<file path="config.mk">
export PLATFORM = sky130hd
export DESIGN_NAME = sar_adc_ctrl
export DESIGN_NICKNAME = d
export VERILOG_FILES = /design/src/rtl/sar_adc_ctrl.sv
export SDC_FILE = /design/constraint.sdc
export NUM_CORES = 1
export LEC_CHECK = 0
export BUFFER_PORTS_ARGS = -buffer_cell sky130_fd_sc_hd__buf_2
export CORE_MARGIN = 1.5
export CORE_UTILIZATION = 56
export CTS_CLUSTER_DIAMETER = 30
export CTS_CLUSTER_SIZE = 24
export DETAILED_ROUTE_END_ITERATION = 10
export GPL_TIMING_DRIVEN = 0
export HOLD_SLACK_MARGIN = 0.03
export PLACE_DENSITY = 0.92
export SETUP_SLACK_MARGIN = 0.02
export SLEW_MARGIN = 20
export SYNTH_ARGS = -nofsm -noshare
export SYNTH_HDL_FRONTEND = slang
export SYNTH_SLANG_ARGS = --single-unit
</file>
<file path="constraint.sdc">
create_clock -name clk -period 4.71 [get_ports clk]
set_input_delay 0.2355 -clock clk [delete_from_list [all_inputs] [get_ports clk]]
set_output_delay 0.2355 -clock clk [all_outputs]
set_load 0.02 [all_outputs]
</file>
<file path="src/rtl/sar_adc_ctrl.sv">
module sar_adc_ctrl #(
  parameter int RES   = 10,
  parameter int DLY_W = 6,
  parameter int NCH   = 6
) (
  input  logic           clk,
  input  logic           rst_n,
  input  logic           bus_wr,
  input  logic [3:0]     bus_addr,
  input  logic [31:0]    bus_wdata,
  output logic [31:0]    bus_rdata,
  output logic [2:0]     chan_sel,
  output logic           chan_en,
  output logic           soc,
  output logic [RES-1:0] dac_code,
  input  logic           cmp_hi,
  output logic           irq
);
  localparam int IW = $clog2(RES);

  typedef enum logic [2:0] {S_OFF, S_WAIT, S_SOC, S_CONV, S_DONE} state_t;

  state_t           state_q;
  logic [RES-1:0]   result_q, sar_q;
  logic [IW-1:0]    idx_q;
  logic [DLY_W:0]   cnt_q;
  logic [DLY_W-1:0] dly_q;
  logic [2:0]       ch_q;
  logic             pwr_q, ien_q, flag_q;

  wire wr_ctl     = bus_wr && bus_addr[3:2] == 2'd2;
  wire wr_dly     = bus_wr && bus_addr[3:2] == 2'd3;
  wire pwr_d      = wr_ctl ? bus_wdata[3] : pwr_q;
  wire last_trial = state_q == S_CONV && idx_q == '0;
  wire busy       = state_q == S_WAIT || state_q == S_SOC || state_q == S_CONV;
  wire [RES-1:0] trial_bit = {{(RES-1){1'b0}}, 1'b1} << idx_q;

  always_ff @(posedge clk or negedge rst_n) begin
    if (!rst_n) begin
      ch_q   <= '0;
      pwr_q  <= 1'b0;
      ien_q  <= 1'b0;
      flag_q <= 1'b0;
      dly_q  <= '0;
    end else begin
      if (wr_ctl) begin
        ch_q  <= bus_wdata[2:0];
        pwr_q <= bus_wdata[3];
        ien_q <= bus_wdata[5];
      end
      if (wr_dly) dly_q <= bus_wdata[DLY_W-1:0];
      if (last_trial && pwr_d)            flag_q <= 1'b1;
      else if (wr_ctl && !bus_wdata[6])   flag_q <= 1'b0;
    end
  end

  always_ff @(posedge clk or negedge rst_n) begin
    if (!rst_n) begin
      state_q  <= S_OFF;
      cnt_q    <= '0;
      idx_q    <= '0;
      sar_q    <= '0;
      result_q <= '0;
    end else if (!pwr_d) begin
      state_q <= S_OFF;
    end else begin
      case (state_q)
        S_OFF: begin
          state_q <= S_WAIT;
          cnt_q   <= '0;
        end
        S_WAIT: begin
          if (cnt_q == {1'b0, dly_q} + 1'b1) state_q <= S_SOC;
          else                               cnt_q   <= cnt_q + 1'b1;
        end
        S_SOC: begin
          state_q <= S_CONV;
          idx_q   <= IW'(RES - 1);
          sar_q   <= '0;
        end
        S_CONV: begin
          sar_q[idx_q] <= cmp_hi;
          if (idx_q == '0) begin
            result_q <= {sar_q[RES-1:1], cmp_hi};
            state_q  <= S_DONE;
          end else begin
            idx_q <= idx_q - 1'b1;
          end
        end
        default: state_q <= S_DONE;
      endcase
    end
  end

  assign dac_code = (state_q == S_CONV) ? (sar_q | trial_bit) : '0;
  assign soc      = state_q == S_SOC;
  assign chan_sel = ch_q;
  assign chan_en  = ch_q < 3'(NCH);
  assign irq      = flag_q & ien_q;

  always_comb begin
    case (bus_addr[3:2])
      2'd0:    bus_rdata = 32'(result_q);
      2'd1:    bus_rdata = {31'b0, busy};
      2'd2:    bus_rdata = {25'b0, flag_q, ien_q, 1'b0, pwr_q, ch_q};
      default: bus_rdata = 32'(dly_q);
    endcase
  end

  assert_soc_single_R6: assert property (@(posedge clk) disable iff (!rst_n)
    soc |=> !soc);
  assert_off_not_busy_R12: assert property (@(posedge clk) disable iff (!rst_n)
    !pwr_q |-> !busy);
  assert_result_only_at_end_R7: assert property (@(posedge clk) disable iff (!rst_n)
    !$stable(result_q) |-> $past(state_q) == S_CONV);
  assert_flag_only_at_end_R8: assert property (@(posedge clk) disable iff (!rst_n)
    $rose(flag_q) |-> $past(state_q) == S_CONV && state_q == S_DONE);
  assert_msb_first_R7: assert property (@(posedge clk) disable iff (!rst_n)
    (soc && pwr_d) |=> dac_code == trial_bit && idx_q == IW'(RES - 1));
  assert_irq_gated_R10: assert property (@(posedge clk) disable iff (!rst_n)
    $rose(irq) |-> ien_q);
endmodule

</file>
==> reports/summary.txt, run 1 <==
setup repair after global routing missed its margin: false
Total Power: 1.232 mW
Worst R2R Path Depth: 7
destination of the worst hold path: chan_sel[0]$_DFFE_PN0N_
sequential cell area fraction in the yosys report: 0.4000
die area: 5578 um2
outcome: completed
Power Internal: 748.8 uW
required time at the worst-slack endpoint: 4890 ps
number of port buffers: 36
cell leakage power: 1.667 nW
Achievable Freq: 392.3 MHz
via count of the first global-routing pass: 2113
fraction of power spent switching nets: 0.3922
Antenna Cells: 0
CTS HTree Levels: 2
number of synthesis warnings: 0
beginning of the worst hold path: bus_wdata[0]
global placer's final weighted congestion: 0.8933
Max transition margin: 0.5793
worst clock skew: 5.777 ps
all-layer global routing usage: 0.2411
type of element capturing the critical path: flop
clock slew seen by the registers of the worst setup and hold paths: 90 ps
average wire per cell in the routed design: 15.20 um
syn avg cell area: 9.822 um2
Switch Pwr: 483.2 uW
Setup Crit Path Kind: flop to flop
area growth from synthesis to layout: 15.09%
pin count of the biggest net entering global routing: 47
setup slack after placement: 2214 ps
share of synthesized flip-flops with an asynchronous set or reset: 1.000
flop2flop setup slack: 2160 ps
Sequential Area: 1151 um2
core area: 4848 um2
PostCTS Resize Cnt: 0
Initial DRC Count: 228
final hold slack: 183.9 ps
io pins: 88
DP Area: 3221 um2
number of cells traversed by the worst hold path: 2
startpoint of the most critical register-to-register path: idx_q[0]$_DFFE_PN0P_
total negative setup slack: 0 ps
Startpoint Class: flop
final std cells w/o fill: 425
clock tree from TritonCTS: built
final routed wirelength across all metal layers: 6.460 mm
Tightest Pin Transition: 622.5 ps
starting utilization of the core area: 0.5935
total area of multi-input combinational cells: 1475 um2
kind of path behind the tightest hold check: input port to flop
vias per cell: 5.602
final critical-path setup slack: 2161 ps
fin util: 0.6831
CTS root buf: clkbuf_8
sequential fraction of design power: 0.443
Routed Antenna Nets: 0
primary flip-flop cell chosen by synthesis mapping: dfrtp_1
number of enable flip-flop cells after synthesis: 0
Cell Pwr Density: 372.0 nW/um2
Final min period: 2549 ps
post-synth design cell area: 2878 um2
floorplan die height: 74.69 um
Period Utilization, post-route: 0.5413
relative contribution of the clock network to total power: 0.188
half-perimeter wire length after detailed placement: 4.798 mm
Comb power frac: 0.368
largest voltage drop on the vdd net: 0.2707 mV
fill cell instance count of the final layout: 374
number of nets in the final layout: 405
Critical Path AT: 2730 ps
Remaining DRCs: 0
number of library cell types mapped by synthesis: 56
layout cell share with drive strength beyond 1: 0.2989
Site Rows: 25
Post-Route M1 WL: 2.934 mm
CTS max path bufs: 2
global-route wire length before repair: 10.21 mm
post-CTS setup buffer count: 0
routed wire length on met3: 371 um
detailed-route via count: 2381
worst reg2reg endpoint: result_q[4]$_DFFE_PN0P_
met2 wire length: 3.095 mm
clock tree sinks: 46
crit-path max FO: 10
source-to-sink clock delay at the later pin of the worst-skew pair: 300 ps
gr ovfl total: 0
final hold violation count: 0
top sig layer: met4
drt first pass iters: 4
number of flip-flops and latches in the synthesized netlist: 46
count of endpoints failing setup in the final report: 0
Max Transition Viols Final: 0
Placed Instances: 417
Post-Syn Instances: 293
number of max-capacitance violations reported: 0
antenna violations before repair: 0
area of all placed cells without fillers: 3312 um2
Die X: 74.69 um
TritonCTS buffer count: 5
how the worst max path moves through the flow:
stage / start / endpoint / slack, ps / cells after the start
6_report: idx_q[0]$_DFFE_PN0P_ / result_q[4]$_DFFE_PN0P_ / 2160 / 7
5_1_grt: idx_q[0]$_DFFE_PN0P_ / result_q[4]$_DFFE_PN0P_ / 1980 / 7
4_1_cts: idx_q[0]$_DFFE_PN0P_ / result_q[4]$_DFFE_PN0P_ / 2190 / 7
3_5_place_dp: idx_q[0]$_DFFE_PN0P_ / result_q[4]$_DFFE_PN0P_ / 2210 / 7
3_3_place_gp: idx_q[0]$_DFFE_PN0P_ / result_q[9]$_DFFE_PN0P_ / 2310 / 7
2_1_floorplan: idx_q[0]$_DFFE_PN0P_ / result_q[0]$_DFFE_PN0P_ / 2630 / 7
metal layers:
| layer | track usage | vias up |
|---|---|---|
| met5 | 0 | - |
| met4 | 0.05051 | 0 |
| met1 | 0.3382 | 1152 |
| met3 | 0.04953 | 8 |
| met2 | 0.3909 | 92 |
| li1 | - | 1129 |
synth_stat cells, drive strengths merged, types with 2 or more instances:
library cell  count  area [um2]
a21oi            22       110.1
a22o              2       17.52
a311o             3       30.03
a311oi            2       17.52
a31o              2       17.52
a31oi             2       27.53
and2             11       70.07
buf              29       217.7
clkbuf            6       52.55
dfrtp            46        1151
ha                7       87.58
inv              16       60.05
mux2             20       225.2
mux2i             8       80.08
nand2            25       93.84
nand2b            2       12.51
nand3             7       35.03
nand3b            2       27.53
nand4             3       18.77
nor2             11       41.29
nor2b             2       12.51
nor3              8       40.04
nor4              2       12.51
o21ai            13       65.06
o22ai            10       62.56
o31ai             4       30.03
or3               2       12.51
xnor2             6       60.06
xor2              2       17.52
final cells by class:
class / instances / share of cell area
Multi-Input combinational cell: 217 / 0.4454
Sequential cell: 46 / 0.3476
Buffer: 35 / 0.08160
Timing Repair Buffer: 37 / 0.05818
Tap cell: 67 / 0.02531
Clock buffer: 5 / 0.02078
Inverter: 16 / 0.01813
Clock inverter: 2 / 0.003022
power groups by stage:
| stage | logic (mW) | registers, mW | clock network, mW |
|---|---|---|---|
| 2_1_floorplan | 0.345 | 0.530 | 0 |
| 3_3_place_gp | 0.429 | 0.547 | 0 |
| 3_5_place_dp | 0.447 | 0.550 | 0 |
| 4_1_cts | 0.448 | 0.544 | 0.237 |
| 5_1_grt | 0.493 | 0.557 | 0.252 |
| 6_report | 0.454 | 0.546 | 0.232 |
repair_timing:
item	4_1_cts	5_1_grt
endpoints found under the hold margin	0	46
hold buffers	0	1
endpoints found under the setup margin	0	0
placed cells by master (no fill, tap or decap), drive strengths merged, types with 2 or more instances in the layout:
master,n
a21oi,22
dfrtp,46
nand2,25
o31ai,4
a31oi,2
xnor2,6
or3,2
a311o,3
a311oi,2
nand4,3
buf,65
inv,16
clkbuf,11
a31o,2
xor2,2
o22ai,10
o21ai,13
ha,7
nand3,7
nor2b,2
mux2i,8
nor3,8
and2,11
conb,22
nand3b,2
a22o,2
mux2,20
nor4,2
nor2,11
clkinv,2
nand2b,2
flip-flops by register name, indices dropped and copies added (netlist names):
register,count
chan_sel,3
cnt_q,7
dly_q,6
flag_q,1
idx_q,4
ien_q,1
pwr_q,1
result_q,10
sar_q,10
state_q,3
worst max-delay path: stages (launching register included):
cell	delay (ps)
dfrtp_1	470
inv_1	140
ha_1	220
nor3b_1	510
nand2b_1	300
nor2_1	210
buf_4	220
mux2_2	360
kinds of logic (layout without fill, tap and decap cells):
group                      Yosys count  count (layout)  synth area share
other                                1              22          0.001303
xor gates and xnor gates             8               8           0.02696
adders and majority gates            7               7           0.03043
DFF                                 46              46            0.4000
buffers and inverters               51              95            0.1148
and+or+nand+nor                     81              81            0.1483
muxes                               29              29            0.1139
AOI/OAI and AO/OA                   70              70            0.1644
Note: power is estimated with default switching activity, not from simulation.
==> run 2: changes to the inputs <==
Settings changed: CORE_UTILIZATION 56 to 52, PLACE_DENSITY 0.92 to 0.87.
Clock period 4.71 ns to 2.7 ns, I/O delays scaled along.
==> run 2 against run 1 <==
Effect of this change: fmax rose by 14%; first-iteration DRC count rose by 30%; wire length fell by 4.2%; via count fell by 1.6%; final cell count rose by 0.94%; sequential power rose by 74%; hold slack got worse by 110 ps; largest power group unchanged.
==> reports/summary.txt, run 2 (synthesis results as in run 1) <==
outcome: completed
Largest regs: result_q: 10 flops, sar_q: 10 flops, cnt_q: 7 flops
total negative setup slack: 0 ps (unchanged)
Max transition margin: 0.6279 (+0.04855)
Die X: 77.39 um (+3.6%)
antenna violations before repair: 0 (unchanged)
fraction of power spent switching nets: 0.3729 (-0.01932)
number of max-capacitance violations reported: 0 (unchanged)
final hold violation count: 0 (unchanged)
number of nets in the final layout: 405 (unchanged)
drt first pass iters: 4 (unchanged)
pin count of the biggest net entering global routing: 47 (unchanged)
Setup Crit Path Kind: flop to flop
clock tree from TritonCTS: built
die area: 5989 um2 (+7.4%)
all-layer global routing usage: 0.2167 (-0.02445)
Antenna Cells: 0 (unchanged)
global placer's final weighted congestion: 0.9204 (+3.0%)
Cell Pwr Density: 671.3 nW/um2 (+80%)
type of element capturing the critical path: flop
met2 wire length: 2.969 mm (-4.1%)
worst clock skew: 10.23 ps (+4.454 ps)
CTS root buf: clkbuf_8
count of endpoints failing setup in the final report: 0 (unchanged)
routed wire length on met3: 356 um (-4.0%)
flop2flop setup slack: 460 ps (-1700 ps)
TritonCTS buffer count: 5 (unchanged)
source-to-sink clock delay at the later pin of the worst-skew pair: 300 ps (about the same)
io pins: 88 (unchanged)
Post-Route M1 WL: 2.788 mm (-5.0%)
gr ovfl total: 0 (unchanged)
CTS max path bufs: 2 (unchanged)
floorplan die height: 77.39 um (+3.6%)
most frequent standard cell in the layout excluding fill and tap cells: dfrtp_1
core area: 5205 um2 (+7.4%)
largest voltage drop on the vdd net: 0.2526 mV (-6.7%)
Remaining DRCs: 0 (unchanged)
crit-path max FO: 10 (unchanged)
final hold slack: 74.27 ps (-109.7 ps)
layout cell share with drive strength beyond 1: 0.3008 (+0.001953)
Sequential Area: 1151 um2 (unchanged)
Site Rows: 26 (+4.0%)
Total Power: 2.250 mW (+83%)
Placed Instances: 420 (+0.72%)
Final min period: 2239 ps (-310.0 ps)
area growth from synthesis to layout: 16.48%
Switch Pwr: 839.0 uW (+74%)
relative contribution of the clock network to total power: 0.225 (+0.037)
CP max stage cell: dfrtp_1
average wire per cell in the routed design: 14.43 um (-5.1%)
kind of path behind the tightest hold check: input port to flop
Startpoint Class: flop
top sig layer: met4
via count of the first global-routing pass: 2263 (+7.1%)
CTS HTree Levels: 2 (unchanged)
Initial DRC Count: 297 (+30%)
delay contributed by the slowest stage of the critical path: 450 ps (-60 ps)
cell leakage power: 1.677 nW (+0.58%)
global-route wire length before repair: 10.49 mm (+2.8%)
Max Transition Viols Final: 0 (unchanged)
setup repair after global routing missed its margin: false
commonest cells after routing, fill and taps aside: 46 x dfrtp_1, 38 x buf_2, 25 x buf_4, 25 x nand2_1
total area of multi-input combinational cells: 1480 um2 (+0.34%)
vias per cell: 5.459 (-2.6%)
number of port buffers: 36 (unchanged)
crit-path cells: inv_1 > ha_1 > nor3b_2 > nand2b_1 > nor2_1 > buf_4 > mux2_2
sequential fraction of design power: 0.423 (-0.020)
clock tree sinks: 46 (unchanged)
fill cell instance count of the final layout: 414 (+11%)
delay-heaviest family, CP: simple AND/OR/NAND/NOR gates
Critical Path AT: 2420 ps (-310 ps)
Period Utilization, post-route: 0.8294 (+0.2881)
starting utilization of the core area: 0.5529 (-0.04066)
Achievable Freq: 446.6 MHz (+14%)
final std cells w/o fill: 429 (+0.94%)
WP buf/inv: 2 (unchanged)
final routed wirelength across all metal layers: 6.189 mm (-4.2%)
detailed-route via count: 2342 (-1.6%)
clock slew seen by the registers of the worst setup and hold paths: 80 ps (about the same)
Tightest Pin Transition: 550.7 ps (-71.85 ps)
Comb power frac: 0.352 (-0.016)
Routed Antenna Nets: 0 (unchanged)
half-perimeter wire length after detailed placement: 4.696 mm (-2.1%)
Power Internal: 1.411 mW (+88%)
required time at the worst-slack endpoint: 2880 ps (-2010 ps)
## run 2: final timing paths
| path | start | end | cells after the start |
|---|---|---|---|
| setup reg to reg | idx_q[0]$_DFFE_PN0P_ | result_q[0]$_DFFE_PN0P_ | 7 |
| hold / removal | bus_wdata[4] | dly_q[4]$_DFFE_PN0P_ | 2 |
| min in group asynchronous | rst_n | idx_q[1]$_DFFE_PN0P_ | 2 |
| hold reg to reg | result_q[8]$_DFFE_PN0P_ | result_q[8]$_DFFE_PN0P_ | 1 |
| setup / recovery | idx_q[0]$_DFFE_PN0P_ | result_q[0]$_DFFE_PN0P_ | 7 |
| max in group asynchronous | rst_n | chan_sel[2]$_DFFE_PN0N_ | 2 |
## run 2: what timing repair did
action / CTS / global route
buffers inserted: 0 / 0
resized for setup: 0 / 1
setup endpoints to repair: 0 / 9
hold endpoints to repair: 3 / 0
hold buffers: 1 / 0
## run 2: power by group through the flow
stage	registers [mW]	logic, mW	clock network (mW)
floorplan	0.924	0.602	0
global placement	0.945	0.743	0
detailed placement	0.958	0.774	0
global route	0.971	0.873	0.544
CTS	0.945	0.779	0.512
finish	0.952	0.792	0.506
## run 2: per-stage QoR
step / setup slack (ps) / area (um2) / utilization
6_report: 460.7 / 3352 / 0.6440
3_3_place_gp: 295.9 / 3224 / 0.6195
5_1_grt: 281.3 / 3352 / 0.6440
2_1_floorplan: 618.4 / 2957 / -
4_1_cts: 231.7 / 3344 / 0.6425
3_5_place_dp: 226.9 / 3224 / 0.6195
## run 2: final cells by class
type	instances	area share
repair buffers	37	0.05748
plain buffers	35	0.08063
multi-input cells	217	0.4416
inverters	16	0.01792
clock inverters	2	0.01120
flip-flops and latches	46	0.3434
well taps	70	0.02613
clock buffers	6	0.02165
## run 2: routing by layer
layer,GRT usage,up-vias
li1,-,1134
met5,0,-
met2,0.3605,89
met3,0.02824,9
met4,0.06545,0
met1,0.2954,1110
